===== src/rtl/pwm_dds_pkg.sv =====
package pwm_dds_pkg;
  localparam int SIGN_BIT     = 31;
  localparam int MAG_LSB      = 16;
  localparam int MODE_MAP_LSB = 3;
  localparam int MODE_BUF_BIT = 5;
  localparam int OFS_VALUE    = 0;
  localparam int OFS_MODE     = 1;
  localparam int OFS_RATE     = 2;

  typedef enum logic [1:0] {
    MAP_PWM_DIR = 2'b00,
    MAP_DIR_PWM = 2'b01,
    MAP_UP_DOWN = 2'b10,
    MAP_DENSITY = 2'b11
  } pin_map_e;

  typedef struct packed {
    logic advance;
    logic loadActive;
  } ctrl_strobe_t;
endpackage


===== src/rtl/pwm_dds_ctrl.sv =====
module pwm_dds_ctrl
  import pwm_dds_pkg::*;
#(
  parameter int RATE_W = 16,
  parameter int SEL_W  = 2,
  parameter int CNT_W  = 12,
  parameter int ADDR_W = 3,
  parameter int DATA_W = 32
) (
  input  logic              clk,
  input  logic              rstN,
  input  logic              wrEn,
  input  logic [ADDR_W-1:0] wrAddr,
  input  logic [DATA_W-1:0] wrData,
  input  logic              atWrap,
  output ctrl_strobe_t      strobe,
  output logic [5:0]        modeReg,
  output logic [RATE_W-1:0] rateReg,
  output logic              shadowSign,
  output logic [CNT_W-1:0]  shadowMag
);
  logic [RATE_W-1:0] phaseAcc;
  logic [RATE_W-1:0] phaseNext;
  logic              phaseCarry;

  assign {phaseCarry, phaseNext} = {1'b0, phaseAcc} + {1'b0, rateReg};

  always_ff @(posedge clk) begin
    if (!rstN) begin
      phaseAcc   <= '0;
      modeReg    <= '0;
      rateReg    <= '0;
      shadowSign <= 1'b0;
      shadowMag  <= '0;
    end else begin
      phaseAcc <= phaseNext;
      if (wrEn) begin
        case (wrAddr)
          ADDR_W'(OFS_VALUE): begin
            shadowSign <= wrData[SIGN_BIT];
            shadowMag  <= wrData[MAG_LSB +: CNT_W];
          end
          ADDR_W'(OFS_MODE): modeReg <= wrData[5:0];
          ADDR_W'(OFS_RATE): rateReg <= wrData[RATE_W-1:0];
          default: ;
        endcase
      end
    end
  end

  always_comb begin
    strobe.advance    = phaseCarry;
    strobe.loadActive = phaseCarry & (~modeReg[MODE_BUF_BIT] | atWrap);
  end
endmodule


===== src/rtl/pwm_dds_datapath.sv =====
module pwm_dds_datapath
  import pwm_dds_pkg::*;
#(
  parameter int SEL_W    = 2,
  parameter int MIN_BITS = 9,
  parameter int CNT_W    = MIN_BITS + (2 ** SEL_W) - 1
) (
  input  logic             clk,
  input  logic             rstN,
  input  ctrl_strobe_t     strobe,
  input  logic [5:0]       modeReg,
  input  logic             shadowSign,
  input  logic [CNT_W-1:0] shadowMag,
  input  logic             chanEnable,
  output logic             atWrap,
  output logic [CNT_W-1:0] count,
  output logic             activeSign,
  output logic             outA,
  output logic             outB
);
  localparam int SEL_MAX = (2 ** SEL_W) - 1;

  logic [SEL_W-1:0] widthSel;
  logic [CNT_W-1:0] maxCount;
  logic [CNT_W-1:0] activeMag;
  logic [CNT_W-1:0] effMag;
  logic             pwmRaw;
  pin_map_e         pinMap;

  assign widthSel = modeReg[SEL_W-1:0];
  assign maxCount = {CNT_W{1'b1}} >> (SEL_MAX - int'(widthSel));
  assign atWrap   = (count == maxCount);
  assign effMag   = activeMag & maxCount;
  assign pwmRaw   = (count < effMag);
  assign pinMap   = pin_map_e'(modeReg[MODE_MAP_LSB +: 2]);

  always_ff @(posedge clk) begin
    if (!rstN) begin
      count      <= '0;
      activeMag  <= '0;
      activeSign <= 1'b0;
      outA       <= 1'b0;
      outB       <= 1'b0;
    end else begin
      if (strobe.advance)
        count <= atWrap ? '0 : ((count + 1'b1) & maxCount);
      if (strobe.loadActive) begin
        activeMag  <= shadowMag;
        activeSign <= shadowSign;
      end
      if (!chanEnable) begin
        outA <= 1'b0;
        outB <= 1'b0;
      end else begin
        case (pinMap)
          MAP_PWM_DIR: begin outA <= pwmRaw;     outB <= activeSign; end
          MAP_DIR_PWM: begin outA <= activeSign; outB <= pwmRaw;     end
          MAP_UP_DOWN: begin
            outA <= pwmRaw & ~activeSign;
            outB <= pwmRaw & activeSign;
          end
          default:     begin outA <= 1'b0;       outB <= 1'b0;       end
        endcase
      end
    end
  end
endmodule


===== src/rtl/pwm_dds_channel.sv =====
module pwm_dds_channel
  import pwm_dds_pkg::*;
#(
  parameter int RATE_W   = 16,
  parameter int SEL_W    = 2,
  parameter int MIN_BITS = 9,
  parameter int ADDR_W   = 3,
  parameter int DATA_W   = 32
) (
  input  logic              clk,
  input  logic              rstN,
  input  logic              wrEn,
  input  logic [ADDR_W-1:0] wrAddr,
  input  logic [DATA_W-1:0] wrData,
  input  logic              chanEnable,
  output logic              outA,
  output logic              outB
);
  localparam int CNT_W = MIN_BITS + (2 ** SEL_W) - 1;

  ctrl_strobe_t      strobe;
  logic [5:0]        modeReg;
  logic [RATE_W-1:0] rateReg;
  logic              shadowSign;
  logic [CNT_W-1:0]  shadowMag;
  logic              atWrap;
  logic [CNT_W-1:0]  count;
  logic              activeSign;

  pwm_dds_ctrl #(
    .RATE_W(RATE_W), .SEL_W(SEL_W), .CNT_W(CNT_W),
    .ADDR_W(ADDR_W), .DATA_W(DATA_W)
  ) uCtrl (
    .clk(clk), .rstN(rstN), .wrEn(wrEn), .wrAddr(wrAddr), .wrData(wrData),
    .atWrap(atWrap), .strobe(strobe), .modeReg(modeReg), .rateReg(rateReg),
    .shadowSign(shadowSign), .shadowMag(shadowMag)
  );

  pwm_dds_datapath #(
    .SEL_W(SEL_W), .MIN_BITS(MIN_BITS), .CNT_W(CNT_W)
  ) uPath (
    .clk(clk), .rstN(rstN), .strobe(strobe), .modeReg(modeReg),
    .shadowSign(shadowSign), .shadowMag(shadowMag), .chanEnable(chanEnable),
    .atWrap(atWrap), .count(count), .activeSign(activeSign),
    .outA(outA), .outB(outB)
  );
endmodule


===== config.mk =====
export PLATFORM = sky130hd
export DESIGN_NAME = pwm_dds_channel
export DESIGN_NICKNAME = d
export VERILOG_FILES = /design/src/rtl/pwm_dds_pkg.sv /design/src/rtl/pwm_dds_ctrl.sv /design/src/rtl/pwm_dds_datapath.sv /design/src/rtl/pwm_dds_channel.sv
export SDC_FILE = /design/constraint.sdc
export NUM_CORES = 1
export LEC_CHECK = 0
export ABC_AREA = 1
export BUFFER_PORTS_ARGS = -buffer_cell sky130_fd_sc_hd__buf_4
export CAP_MARGIN = 20
export CORE_ASPECT_RATIO = 0.9
export CORE_MARGIN = 4
export CORE_UTILIZATION = 60
export CTS_BUF_LIST = sky130_fd_sc_hd__clkbuf_16
export DETAILED_ROUTE_END_ITERATION = 8
export GPL_TIMING_DRIVEN = 0
export PLACE_DENSITY = 0.81
export SYNTH_ARGS = -nofsm -noshare
export SYNTH_HDL_FRONTEND = slang
export SYNTH_SLANG_ARGS = --single-unit

===== constraint.sdc =====
create_clock -name clk -period 3.45 [get_ports clk]
set_input_delay 0.1725 -clock clk [delete_from_list [all_inputs] [get_ports clk]]
set_output_delay 0.1725 -clock clk [all_outputs]
set_load 0.05 [all_outputs]

After elaboration in Yosys (flattened, before gate mapping)

Index checks and enable logic that the tools add are counted.

Output and inout port bits: 2
Logic and storage cells: 37
Input bits: 39
Flip-flop bits (word level): 78
RAM bits: 0
ROM bits: 0
Memories: 0
Bits in latches: 0

Bitwise gates (word level): 8
Add/subtract/negate cells: 3
Divide/modulo/power cells: 0
Shift-type cells: 1
Muxes and demuxes: 3
$mul: 0
Reductions and logical operators: 6
Equal/unequal tests: 5
Magnitude comparators: 1

Operators by type and width:

| operator                                            | number |
|---|---|
| >> shifter 12 x 32 -> 12 bit (first input constant) | 1 |
| AND 12 bit                                          | 2 |
| adder 16 x 16 -> 17 bit                             | 1 |
| adder 12 x 1 -> 12 bit (second input constant)      | 1 |
| == test 12 bit                                      | 1 |
| < comparator 12 bit                                 | 1 |
| 2-to-1 mux 12 bit                                   | 1 |
| AND reduction 2 bit                                 | 4 |
| one-hot mux 1 bit (3 select lines)                  | 2 |
| AND 1 bit                                           | 3 |
| == test 3 x 1 -> 1 bit (second input constant)      | 1 |
| == test 3 x 2 -> 1 bit (second input constant)      | 1 |
| logical NOT 3 bit                                   | 1 |
| subtractor 2 x 2 -> 3 bit (first input constant)    | 1 |
| == test 2 x 1 -> 1 bit (second input constant)      | 1 |
| == test 2 bit (second input constant)               | 1 |
| logical NOT 2 bit                                   | 1 |
| NOT 1 bit                                           | 2 |
| OR 1 bit                                            | 1 |

Logic depth before layout (Yosys ltp)

Gate-level depths: netlist of run 1.

Depth in word-level cells: 6
Mapped depth: 12
Depth with buffers taken out: 12

Modules after synthesis

Synthesis of run 1 repeated with hierarchy kept, for this count alone.

Cells, all modules: 602
Area, all modules: 4177.8 um^2

By module, submodules not included:

| module           | area each (um^2) | sequential area each (um^2) | cells each | times used |
|---|---|---|---|---|
| pwm_dds_ctrl     | 2640.0           | 1021.0                      | 378        | 1 |
| pwm_dds_datapath | 1537.7           | 540.5                       | 224        | 1 |

Worst setup path after synthesis of run 1

OpenSTA, ideal clock, no wires.

Path kind: register -> register
Start: register uCtrl.rateReg[0]
End: register uPath.activeMag[0]
Path buffers: 1
Arrival: 1751 ps
Cell stages (with the launch flop): 12
Data required time: 3335 ps
Clock period less this slack: 1866 ps
Setup time: 115 ps
Slack: 1584 ps
Cells stage by stage: dfxtp_1 ha_1 fa_1 nand2_1 nand2_1 nand3_1 nand2_1 nand2_4 nand2_4 buf_6 a21oi_1 nor2_1

Longest elaborated chain between the ends: 2

RTL lines:

| element                 | line                   | source |
|---|---|---|
| from (decl)             | pwm_dds_ctrl.sv:18     | `output logic [RATE_W-1:0] rateReg,` |
| from (signal assigned)  | pwm_dds_ctrl.sv:44     | `ADDR_W'(OFS_RATE): rateReg <= wrData[RATE_W-1:0];` |
| adder 16 x 16 -> 17 bit | pwm_dds_ctrl.sv:26     | `assign {phaseCarry, phaseNext} = {1'b0, phaseAcc} + {1'b0, rateReg};` |
| AND 1 bit               | pwm_dds_ctrl.sv:53     | `strobe.loadActive = phaseCarry & (~modeReg[MODE_BUF_BIT] \| atWrap);` |
| to (signal assigned)    | pwm_dds_datapath.sv:48 | `activeMag <= shadowMag;` |
| to (decl)               | pwm_dds_datapath.sv:25 | `logic [CNT_W-1:0] activeMag;` |

Every way passes these cells.
A chain may end at the register's enable or synchronous reset.

Final worst setup path of run 1

Start: register uCtrl.rateReg[0]
End: register uPath.activeMag[7]

Same word-level chain as after synthesis.

==> results of run 1 <==
==> per-layer routing <==
layer / track usage, % / share of wire, % / vias up
met3: 5.791 / 7.4 / 21
li1: - / - / 2034
met5: 0 / 0 / -
met2: 42.11 / 45 / 147
met4: 7.881 / 1.6 / 0
met1: 35.21 / 46 / 1822
==> per-stage QoR <==
stage                     cell area (um2)  cells  hold slack, ns  utilization [%]
after floorplan                      4163    597          0.3074                -
after global placement               4553    724          0.3927            68.40
final                                4843    739         0.06117            72.76
after CTS                            4843    739         0.05858            72.76
after global routing                 4843    739         0.07142            72.76
after detailed placement             4553    724          0.4014            68.40
==> worst max-delay path, cell delays in order, from the launching register on <==
cell     delay (ns)
dfxtp_1        0.32
ha_1           0.24
fa_1           0.41
nand2_1        0.10
nand2_1        0.09
nand3_1        0.11
nand2_1        0.16
nand2_4        0.17
nand2_4        0.12
buf_6          0.17
a21oi_1        0.16
nor2_1         0.06
==> how the worst max path moves through the flow <==
| stage | slack [ns] | endpoint | start | cells past startpoint |
|---|---|---|---|---|
| after detailed placement | 1.29 | uPath.activeMag[7] | uCtrl.rateReg[0] | 11 |
| after CTS | 1.26 | uPath.activeMag[7] | uCtrl.rateReg[0] | 11 |
| after global placement | 1.33 | uPath.activeMag[2] | uCtrl.rateReg[0] | 11 |
| after global routing | 1.08 | uPath.activeMag[9] | uCtrl.rateReg[0] | 11 |
| final | 1.23 | uPath.activeMag[7] | uCtrl.rateReg[0] | 11 |
| after floorplan | 1.58 | uPath.activeMag[0] | uCtrl.rateReg[0] | 11 |
==> sequential cells by signal (all words and copies together), names as in the netlist <==
register / flops
uCtrl.shadowMag: 12
uCtrl.shadowSign: 1
uPath.activeMag: 12
uCtrl.rateReg: 16
uPath.count: 12
uCtrl.modeReg: 5
uCtrl.phaseAcc: 16
uPath.outB: 1
uPath.activeSign: 1
uPath.outA: 1
==> cells in the final DEF (no fill, tap or decap), types with 2 or more instances in the layout <==
cell type	count
o21ai_0	48
and2_1	2
nor2_1	92
o21bai_1	2
buf_4	37
clkinvlp_4	3
nand4_1	2
ha_1	28
buf_2	2
nand2_4	3
nand3_1	50
buf_6	6
a21oi_2	3
clkbuf_1	9
nand2_2	4
xor2_1	3
nor2_2	2
clkbuf_16	9
nand2_1	118
dfxtp_1	77
inv_1	66
inv_2	2
a21oi_1	67
==> power by group <==
part / switching, mW / internal [mW]
Combinational: 0.0928 / 0.0653
Clock: 0.373 / 0.556
Sequential: 0.0109 / 0.914
Total: 0.477 / 1.53
==> layout make-up <==
cell class	count	area, um2	area share (%)
clock inverters	6	65.06	1.343
repair buffers	37	277.8	5.735
plain buffers	17	111.4	2.299
flip-flops and latches	77	1541	31.83
inverters	67	251.5	5.192
well taps	90	112.6	2.325
clock buffers	9	225.2	4.650
multi-input cells	436	2258	46.63
==> logic make-up after synthesis <==
| family | Yosys count |
|---|---|
| and+or+nand+nor | 280 |
| AOI/OAI and AO/OA | 124 |
| xor gates and xnor gates | 3 |
| adders and majority gates | 29 |
| buffers and inverters | 84 |
| DFF | 77 |
==> results_dict.tcl, run 1 <==
set metrics [dict create \
    status "completed" \
    synth-simple-area-share_pct 28.98 \
    hp-class "input port to register" \
    synth_commonest_cells "nand2_1 (118), nor2_1 (92), dfxtp_1 (77)" \
    clk_latency_ns 0.33 \
    num_vias 4024 \
    synthMuxAreaShare_pct 0 \
    area_growth_syn_to_layout_pct 16.35 \
    hold_viol_final 0 \
    grt_pass1_wl_um 17020 \
    grt_pass1_vias 3673 \
    cts_buffer_depth 2 \
    grt.total_usage_pct 26.22 \
    synthFlopType "dfxtp_1" \
    root_buffer "clkbuf_16" \
    synth_top_area_share_pct 37.03 \
    cts_tree "built" \
    cts_buffers 9 \
    rsz0062_at_grt "no" \
    antenna_found_initial 0 \
    finalCritPeriodShare_pct 64.36 \
    drt-vias-per-instance 5.445 \
    powerDensity_mw_per_mm2 415.4 \
    initial_utilization_pct 62.54 \
    power.leakage_nw 2.273 \
    grt_max_degree 14 \
    post_cts_buffers 0 \
    place_ws_ns 1.289 \
    grt.overflow.total 0 \
    syn-num-nets 665 \
    ys_ff_latch 77 \
    num-fill-cells 565 \
    synth_top_area_cell "dfxtp_1" \
    gp_congestion 0.9078 \
    endpoint_kind "register" \
    synth_area_leaders "dfxtp_1 (37%), nand2_1 (11%), ha_1 (8.4%)" \
    yosysMostFrequentCell "nand2_1" \
    synth_xor_area_share_pct 0.6312 \
    wl_per_cell_um 13.85 \
    fin_tns_setup_ns 0 \
    io_pins 41 \
    final.setup.worst_slack_ns 1.230 \
    r2r_cells 11 \
    dp_hpwl_um 7549 \
    num_antenna_cells 0 \
    holdPathStages 3 \
    synth_edf_count 0 \
    first_iter_violations 370 \
    hold_buffers 0 \
    antenna_left 0 \
    path_max_fanout 10 \
    netlist_instances 597 \
    p_total_mw 2.012 \
    slew_headroom_pct 57.76 \
    cts.sinks 77 \
    yosysSeqAreaShare_pct 37.03 \
    synth_warnings 0 \
    htree_levels 3 \
    routed_wl_um 10230 \
    reg2reg_slack_ns 1.23 \
    worst_slew_pin_slew_ns 0.6336 \
    drv_slew 0 \
    worst_hold_startpoint "wrData[10]" \
    r2r-start "uCtrl.rateReg[0]" \
    critPathArrivalTime_ns 2.44 \
    finClkSkew_ns 0.005715 \
    async_reset_ff_share_pct 0 \
    num_rows 28 \
    synth_top_family_by_area "simple AND/OR/NAND/NOR gates" \
    coreArea_mm2 0.006656 \
    post-route-min-period_ns 2.221 \
    hold_end "uCtrl.rateReg[10]" \
    cp-start-kind "register" \
    clkTransAtPathRegs_ns 0.06 \
    vdd_drop_max_mv 0.4769 \
    layout-drive-gt1-share_pct 12.02 \
    synth_cell_type_count 32 \
    syn_area_mm2 0.004163 \
    r2r_end "uPath.activeMag[7]" \
    die_area_mm2 0.008337 \
    setup_violations 0 \
    cts_resized 0 \
    port_buffers 37 \
    crit_type "register to register" \
    drv_cap 0 \
    layout.nets 713 \
    drt_pass1_iterations 5 \
    worstPathRequired_ns 3.67 \
    synthAdderAreaFrac_pct 8.897 \
    avgSynthCellArea_um2 6.973 \
    die_w_um 95.80 \
    drcViolationCount 0 \
    dieHeight_um 87.02 \
    max_freq_ghz 0.4503 \
    synth_compound_area_share_pct 15.75 \
]
Note: power is estimated with default switching activity, not from simulation.
==> run 2, diff against run 1 <==
--- a/config.mk
+++ b/config.mk
@@ -5,16 +5,16 @@
 export SDC_FILE = /design/constraint.sdc
 export NUM_CORES = 1
 export LEC_CHECK = 0
-export ABC_AREA = 1
+export ABC_AREA = 0
 export BUFFER_PORTS_ARGS = -buffer_cell sky130_fd_sc_hd__buf_4
 export CAP_MARGIN = 20
 export CORE_ASPECT_RATIO = 0.9
 export CORE_MARGIN = 4
-export CORE_UTILIZATION = 60
+export CORE_UTILIZATION = 53
 export CTS_BUF_LIST = sky130_fd_sc_hd__clkbuf_16
 export DETAILED_ROUTE_END_ITERATION = 8
 export GPL_TIMING_DRIVEN = 0
-export PLACE_DENSITY = 0.81
+export PLACE_DENSITY = 0.76
 export SYNTH_ARGS = -nofsm -noshare
 export SYNTH_HDL_FRONTEND = slang
 export SYNTH_SLANG_ARGS = --single-unit
==> constraint.sdc (replaced) <==
create_clock -name clk -period 1.8 [get_ports clk]
set_input_delay 0.09 -clock clk [delete_from_list [all_inputs] [get_ports clk]]
set_output_delay 0.09 -clock clk [all_outputs]
set_load 0.05 [all_outputs]
==> run 2 against run 1 <==
  * The flow now finishes with violations (setup timing)
  * Routed wire length down 5.2%
  * Die area up 8.6%
  * Clock power up 89%
  * Utilization down 2.2 points
  * Clock skew up 0.0011 ns
  * Register-to-register slack worse by 1.8 ns
  * Sequential share of layout area down 1.3 points
  * Synthesized area down 3.4%
==> results_dict.tcl, run 2 <==
set metrics [dict create \
    status "complete, but fails checks" \
    violations "setup timing" \
    netlist_instances 466 \
    dp_hpwl_um 6641 \
    routed_wl_um 9706 \
    r2r-start "uCtrl.rateReg[0]" \
    most-common-layout-cells "nand2_1 (108), dfxtp_1 (68), buf_4 (50), a21boi_0 (27), ha_1 (22)" \
    dieHeight_um 90.65 \
    grt_pass1_vias 3539 \
    num_rows 29 \
    clk_latency_ns 0.33 \
    max_freq_ghz 0.4218 \
    clkTransAtPathRegs_ns 0.06 \
    num-fill-cells 552 \
    holdPathStages 3 \
    drv_cap 0 \
    setup_violations 32 \
    grt.overflow.total 0 \
    first_iter_violations 133 \
    die_w_um 99.83 \
    worstPathRequired_ns 2.02 \
    num_vias 3545 \
    reg_top3 "uCtrl.phaseAcc (16), uCtrl.rateReg (16)" \
    num_antenna_cells 0 \
    io_pins 41 \
    drcViolationCount 0 \
    ys_ff_latch 77 \
    cp-start-kind "register" \
    htree_levels 3 \
    synth_area_leaders "dfxtp_1 (38%), nand2_1 (10%), ha_1 (8.7%)" \
    rsz0062_at_grt "yes" \
    synth_top_area_share_pct 38.32 \
    finalCritPeriodShare_pct 131.7 \
    cts.sinks 77 \
    power.leakage_nw 2.027 \
    grt.total_usage_pct 21.55 \
    port_buffers 36 \
    r2r_end "uPath.activeSign" \
    finClkSkew_ns 0.006823 \
    coreArea_mm2 0.007221 \
    layout.nets 600 \
    area_growth_syn_to_layout_pct 26.63 \
    drt_pass1_iterations 5 \
    grt_max_degree 14 \
    cts_buffer_depth 2 \
    root_buffer "clkbuf_16" \
    die_area_mm2 0.009050 \
    drv_slew 0 \
    worst_slew_pin_slew_ns 0.6525 \
    cts_tree "built" \
    syn-num-nets 534 \
    final.setup.worst_slack_ns -0.5705 \
    synth_top_area_cell "dfxtp_1" \
    synth_cell_type_count 57 \
    vdd_drop_max_mv 0.4776 \
    p_total_mw 3.811 \
    crit_type "register to register" \
    path_max_fanout 4 \
    final_common_cell "nand2_1" \
    grt_pass1_wl_um 16040 \
    drt-vias-per-instance 5.627 \
    hp-class "input port to register" \
    post-route-min-period_ns 2.371 \
    avgSynthCellArea_um2 8.632 \
    hold_buffers 0 \
    syn_area_mm2 0.004023 \
    hold_viol_final 0 \
    slew_headroom_pct 56.50 \
    yosysMostFrequentCell "nand2_1" \
    synth_warnings 0 \
    antenna_found_initial 0 \
    async_reset_ff_share_pct 0 \
    synth_edf_count 0 \
    hold_end "uCtrl.rateReg[9]" \
    finish.utilization_pct 70.54 \
    synth_commonest_cells "nand2_1 (109), dfxtp_1 (77), ha_1 (28)" \
    initial_utilization_pct 55.71 \
    critPathArrivalTime_ns 2.59 \
    worst_hold_startpoint "wrData[9]" \
    endpoint_kind "register" \
    synthFlopType "dfxtp_1" \
    reg2reg_slack_ns -0.57 \
    layout-drive-gt1-share_pct 22.53 \
    cts_buffers 9 \
    antenna_left 0 \
    powerDensity_mw_per_mm2 748.1 \
    r2r_cells 11 \
    wl_per_cell_um 15.41 \
    yosysSeqAreaShare_pct 38.32 \
    gp_congestion 0.8280 \
]
-- run 2: cell count changes after synthesis, sizes merged, moves of 12 or more --
cell,change
nand3,-38
a21oi,-52
o21ai,-31
inv,-54
nor2,-83
a21boi,+32
mux2i,+21
nand2,-16
and2,+12
-- run 2: worst max path at each step --
stage / end / startpoint / cells past startpoint
2_1_floorplan: uPath.count[6] / uCtrl.rateReg[0] / 10
3_3_place_gp: uPath.count[6] / uCtrl.rateReg[0] / 10
3_5_place_dp: uPath.count[9] / uCtrl.rateReg[0] / 10
4_1_cts: uPath.activeMag[6] / uCtrl.rateReg[0] / 10
5_1_grt: uPath.activeMag[5] / uCtrl.rateReg[0] / 11
6_report: uPath.activeSign / uCtrl.rateReg[0] / 11
-- run 2: worst max-delay path, cell delays in order (launching register included) --
cell and delay, ns:
dfxtp_2 0.34, ha_4 0.16, fa_2 0.36, a211oi_2 0.26, o21ai_2 0.10, o2111a_2 0.30, a41oi_4 0.16, buf_4 0.16
buf_6 0.10, a21oi_4 0.04, buf_4 0.17, mux2i_1 0.10
-- run 2: routing by layer --
layer	wire length [um]	track usage [%]	up-vias
met2	4578	34.89	108
met5	0	0	-
met4	223	8.646	0
met3	480	4.093	19
met1	4424	28.02	1655
li1	-	-	1763
-- run 2: logic make-up (layout without fill, tap and decap cells) --
family                     after synthesis  in the layout  synth area share [%]
adders and majority gates               29             29                 9.207
muxes                                   21             21                 5.225
buffers and inverters                   34            105                 3.795
xor gates and xnor gates                 9              9                 1.959
DFF                                     77             77                 38.32
and+or+nand+nor                        186            186                 21.43
AOI/OAI and AO/OA                      110            110                 20.06
-- run 2: power by group --
| part | switching (mW) | internal [mW] | total (mW) |
|---|---|---|---|
| registers | 0.0224 | 1.74 | 1.76 |
| clock network | 0.696 | 1.07 | 1.76 |
| logic | 0.146 | 0.142 | 0.289 |
-- run 2: metrics by stage --
stage | setup WS, ns | setup TNS, ns | instances | hold slack [ns] | cell area [um2]
floorplan | -0.3542 | -8.520 | 466 | 0.2248 | 4061
global placement | -0.5654 | -14.35 | 595 | 0.3442 | 4448
detailed placement | -0.5802 | -14.92 | 595 | 0.3504 | 4448
CTS | -0.5213 | -13.74 | 623 | 0.003959 | 4951
global route | -0.6725 | -17.90 | 630 | 0.02173 | 5094
finish | -0.5705 | -15.03 | 630 | 0.01234 | 5094
-- run 2: final cells by class --
class / count / area (um2) / area share (%)
Buffer: 20 / 110.1 / 2.162
Clock buffer: 9 / 225.2 / 4.422
Clock inverter: 7 / 67.56 / 1.326
Inverter: 13 / 48.80 / 0.9580
Multi-Input combinational cell: 355 / 2510 / 49.28
Sequential cell: 77 / 1555 / 30.53
Tap cell: 93 / 116.4 / 2.284
Timing Repair Buffer: 56 / 460.4 / 9.040
-- run 2: timing repair --
action / 4_1_cts / 5_1_grt
pin swaps: 11 / 20
resized for setup: 24 / 25
setup buffers: 11 / 9
endpoints found under the setup margin: 36 / 37
gates cloned: 1 / 0
==> run 3, diff against run 2 <==
--- a/config.mk
+++ b/config.mk
@@ -14,7 +14,7 @@
 export CTS_BUF_LIST = sky130_fd_sc_hd__clkbuf_16
 export DETAILED_ROUTE_END_ITERATION = 8
 export GPL_TIMING_DRIVEN = 0
-export PLACE_DENSITY = 0.76
+export PLACE_DENSITY = 0.8
 export SYNTH_ARGS = -nofsm -noshare
 export SYNTH_HDL_FRONTEND = slang
 export SYNTH_SLANG_ARGS = --single-unit
==> run 3 against run 2 <==
  * The run ends with hold timing, setup timing left
  * Power grew 0.53%
  * Global-route usage shrank 0.21 points
  * Combinational power grew 3%
  * Die area is the same
  * Clock power is essentially flat
  * Cell count grew 0.63%
  * Final area grew 1.8%
  * Non-clock buffer count grew 4
  * Sequential power is essentially flat
  * Critical path depth shrank 1
  * Critical path type unchanged
  * Critical endpoint is now uPath.count[3]
  * Largest power group is now clock
  * Highest routed layer unchanged
==> results_dict.tcl, run 3 (synthesized netlist as in run 2, its figures left out) <==
set metrics [dict create \
    wl_per_cell_um 15.67 \
    max_freq_ghz 0.4338 \
    hold_end "uCtrl.rateReg[13]" \
    drt_pass1_iterations 4 \
    layout-drive-gt1-share_pct 23.11 \
    num-fill-cells 492 \
    setup_violations 31 \
    num_vias 3603 \
    post-route-min-period_ns 2.305 \
    grt_pass1_vias 3418 \
    hp-class "input port to register" \
    cts.sinks 77 \
    area_growth_syn_to_layout_pct 28.93 \
    fin_area_mm2 0.005186 \
    dp_hpwl_um 6458 \
    finalCritPeriodShare_pct 128.1 \
    regArea_mm2 0.001551 \
    worst_hold_startpoint "wrData[13]" \
    fin_hold_ws_ns -0.0002495 \
    holdPathStages 3 \
    cts_buffers 9 \
    power.leakage_nw 2.029 \
    dp_cells 595 \
    critPathSlowestCell "fa_2" \
    crit_family "compound AO/OA/AOI/OAI gates" \
    r2r-start "uCtrl.rateReg[0]" \
    io_pins 41 \
    crit_type "register to register" \
    num_rows 29 \
    antenna_left 0 \
    cts_tree "built" \
    finish.utilization_pct 71.82 \
    finClkSkew_ns 0.007946 \
    num_antenna_cells 0 \
    final_common_cell "nand2_1" \
    grt.total_usage_pct 21.35 \
    layout.nets 604 \
    path_common_cell "a22o_1" \
    hold_viol_final 1 \
    initial_utilization_pct 55.71 \
    most-common-layout-cells "nand2_1 (108), dfxtp_1 (71), buf_4 (50), a21boi_0 (27), mux2i_1 (21)" \
    grt_max_degree 17 \
    r2r_cells 10 \
    htree_levels 3 \
    rsz0062_at_grt "yes" \
    path_buf_inv 2 \
    worstPathRequired_ns 2.08 \
    drcViolationCount 0 \
    antenna_found_initial 0 \
    drv_slew 0 \
    multi_input_area_mm2 0.002555 \
    crit_chain "ha_4 -> fa_2 -> a211oi_2 -> o21ai_2 -> o2111a_2 -> a41oi_4 -> buf_6 -> buf_4 -> a22o_1 -> a22o_1" \
    vdd_drop_max_mv 0.8179 \
    gp_congestion 0.8664 \
    drv_cap 0 \
    violations "hold timing, setup timing" \
    clkTransAtPathRegs_ns 0.07 \
    drt-vias-per-instance 5.683 \
    path_max_fanout 7 \
    stdcell_count 634 \
    die_area_mm2 0.009050 \
    status "complete, but fails checks" \
    clk_latency_ns 0.34 \
    slowest_delay_ns 0.35 \
    r2r_end "uPath.count[3]" \
    placed_area_mm2 0.004448 \
    grt_pass1_wl_um 15790 \
    coreArea_mm2 0.007221 \
    endpoint_kind "register" \
    grt.overflow.total 0 \
    dieHeight_um 90.65 \
    slew_headroom_pct 61.30 \
    cts_buffer_depth 2 \
    reg2reg_slack_ns -0.51 \
    cp-start-kind "register" \
    powerDensity_mw_per_mm2 738.7 \
    routed_wl_um 9937 \
    reg_top3 "uCtrl.phaseAcc (16), uCtrl.rateReg (16)" \
    port_buffers 36 \
    die_w_um 99.83 \
    critPathArrivalTime_ns 2.59 \
    root_buffer "clkbuf_16" \
    worst_slew_pin_slew_ns 0.5806 \
    first_iter_violations 222 \
    final.setup.worst_slack_ns -0.5054 \
]
-- run 3: cell types whose count changed in the layout (fill, tap and decap cells not counted), sizes merged --
| cell | delta |
|---|---|
| dlygate4sd3 | +5 |
| clkbuf | +2 |
| bufinv | -1 |
| buf | -3 |
| clkinv | -4 |
| inv | +3 |
| clkinvlp | +2 |
-- run 3: worst max path at each step --
| stage | slack [ns] | cells past startpoint | to | start |
|---|---|---|---|---|
| after floorplan | -0.35 | 10 | uPath.count[6] | uCtrl.rateReg[0] |
| after global placement | -0.57 | 10 | uPath.count[6] | uCtrl.rateReg[0] |
| after detailed placement | -0.61 | 10 | uPath.count[6] | uCtrl.rateReg[0] |
| after CTS | -0.52 | 10 | uPath.activeMag[1] | uCtrl.rateReg[0] |
| after global routing | -0.55 | 10 | uPath.count[7] | uCtrl.rateReg[0] |
| final | -0.51 | 10 | uPath.count[3] | uCtrl.rateReg[0] |
-- run 3: what timing repair did --
| action | in CTS | in global routing |
|---|---|---|
| hold buffers | 4 | 1 |
| setup buffers | 14 | 3 |
| endpoints found under the setup margin | 36 | 37 |
| hold endpoints to repair | 4 | 1 |
| cloned | 0 | 2 |
| pin swaps | 13 | 12 |
| gates resized for setup | 21 | 30 |
-- run 3: per-stage QoR --
step                      TNS, ns  power [mW]  setup slack (ns)  hold slack, ns
final                      -13.48       3.831           -0.5054      -0.0002495
after global routing       -15.22       3.963           -0.5541        0.002705
after CTS                  -14.49       3.819           -0.5239       0.0008228
after detailed placement   -15.93       2.050           -0.6107          0.3466
after global placement     -14.19       2.040           -0.5657          0.3362
after floorplan            -8.520       1.943           -0.3542          0.2248
-- run 3: worst reg2reg max path, stage by stage (launching register included) --
cell      delay, ns
dfxtp_2        0.34
ha_4           0.16
fa_2           0.35
a211oi_2       0.23
o21ai_2        0.12
o2111a_2       0.30
a41oi_4        0.20
buf_6          0.18
buf_4          0.11
a22o_1         0.14
a22o_1         0.13
-- run 3: layout make-up --
| type | count | area share [%] |
|---|---|---|
| multi-input cells | 355 | 49.26 |
| flip-flops and latches | 77 | 29.92 |
| repair buffers | 60 | 9.819 |
| clock buffers | 9 | 4.343 |
| well taps | 93 | 2.244 |
| plain buffers | 20 | 2.195 |
| clock inverters | 7 | 1.279 |
| inverters | 13 | 0.9409 |
-- run 3: layer usage --
layer	up-vias	track usage (%)	share of wire, %
met5	-	0	0
met4	0	5.916	1.6
met3	16	5.637	5.8
met2	100	34.06	48
met1	1709	28.33	45
li1	1778	-	-
-- run 3: where the power goes --
part | internal, mW | leakage (nW) | switching [mW]
Sequential | 1.74 | 0.625 | 0.0238
Combinational | 0.151 | 1.27 | 0.148
Clock | 0.970 | 0.138 | 0.802
Total | 2.86 | 2.03 | 0.974
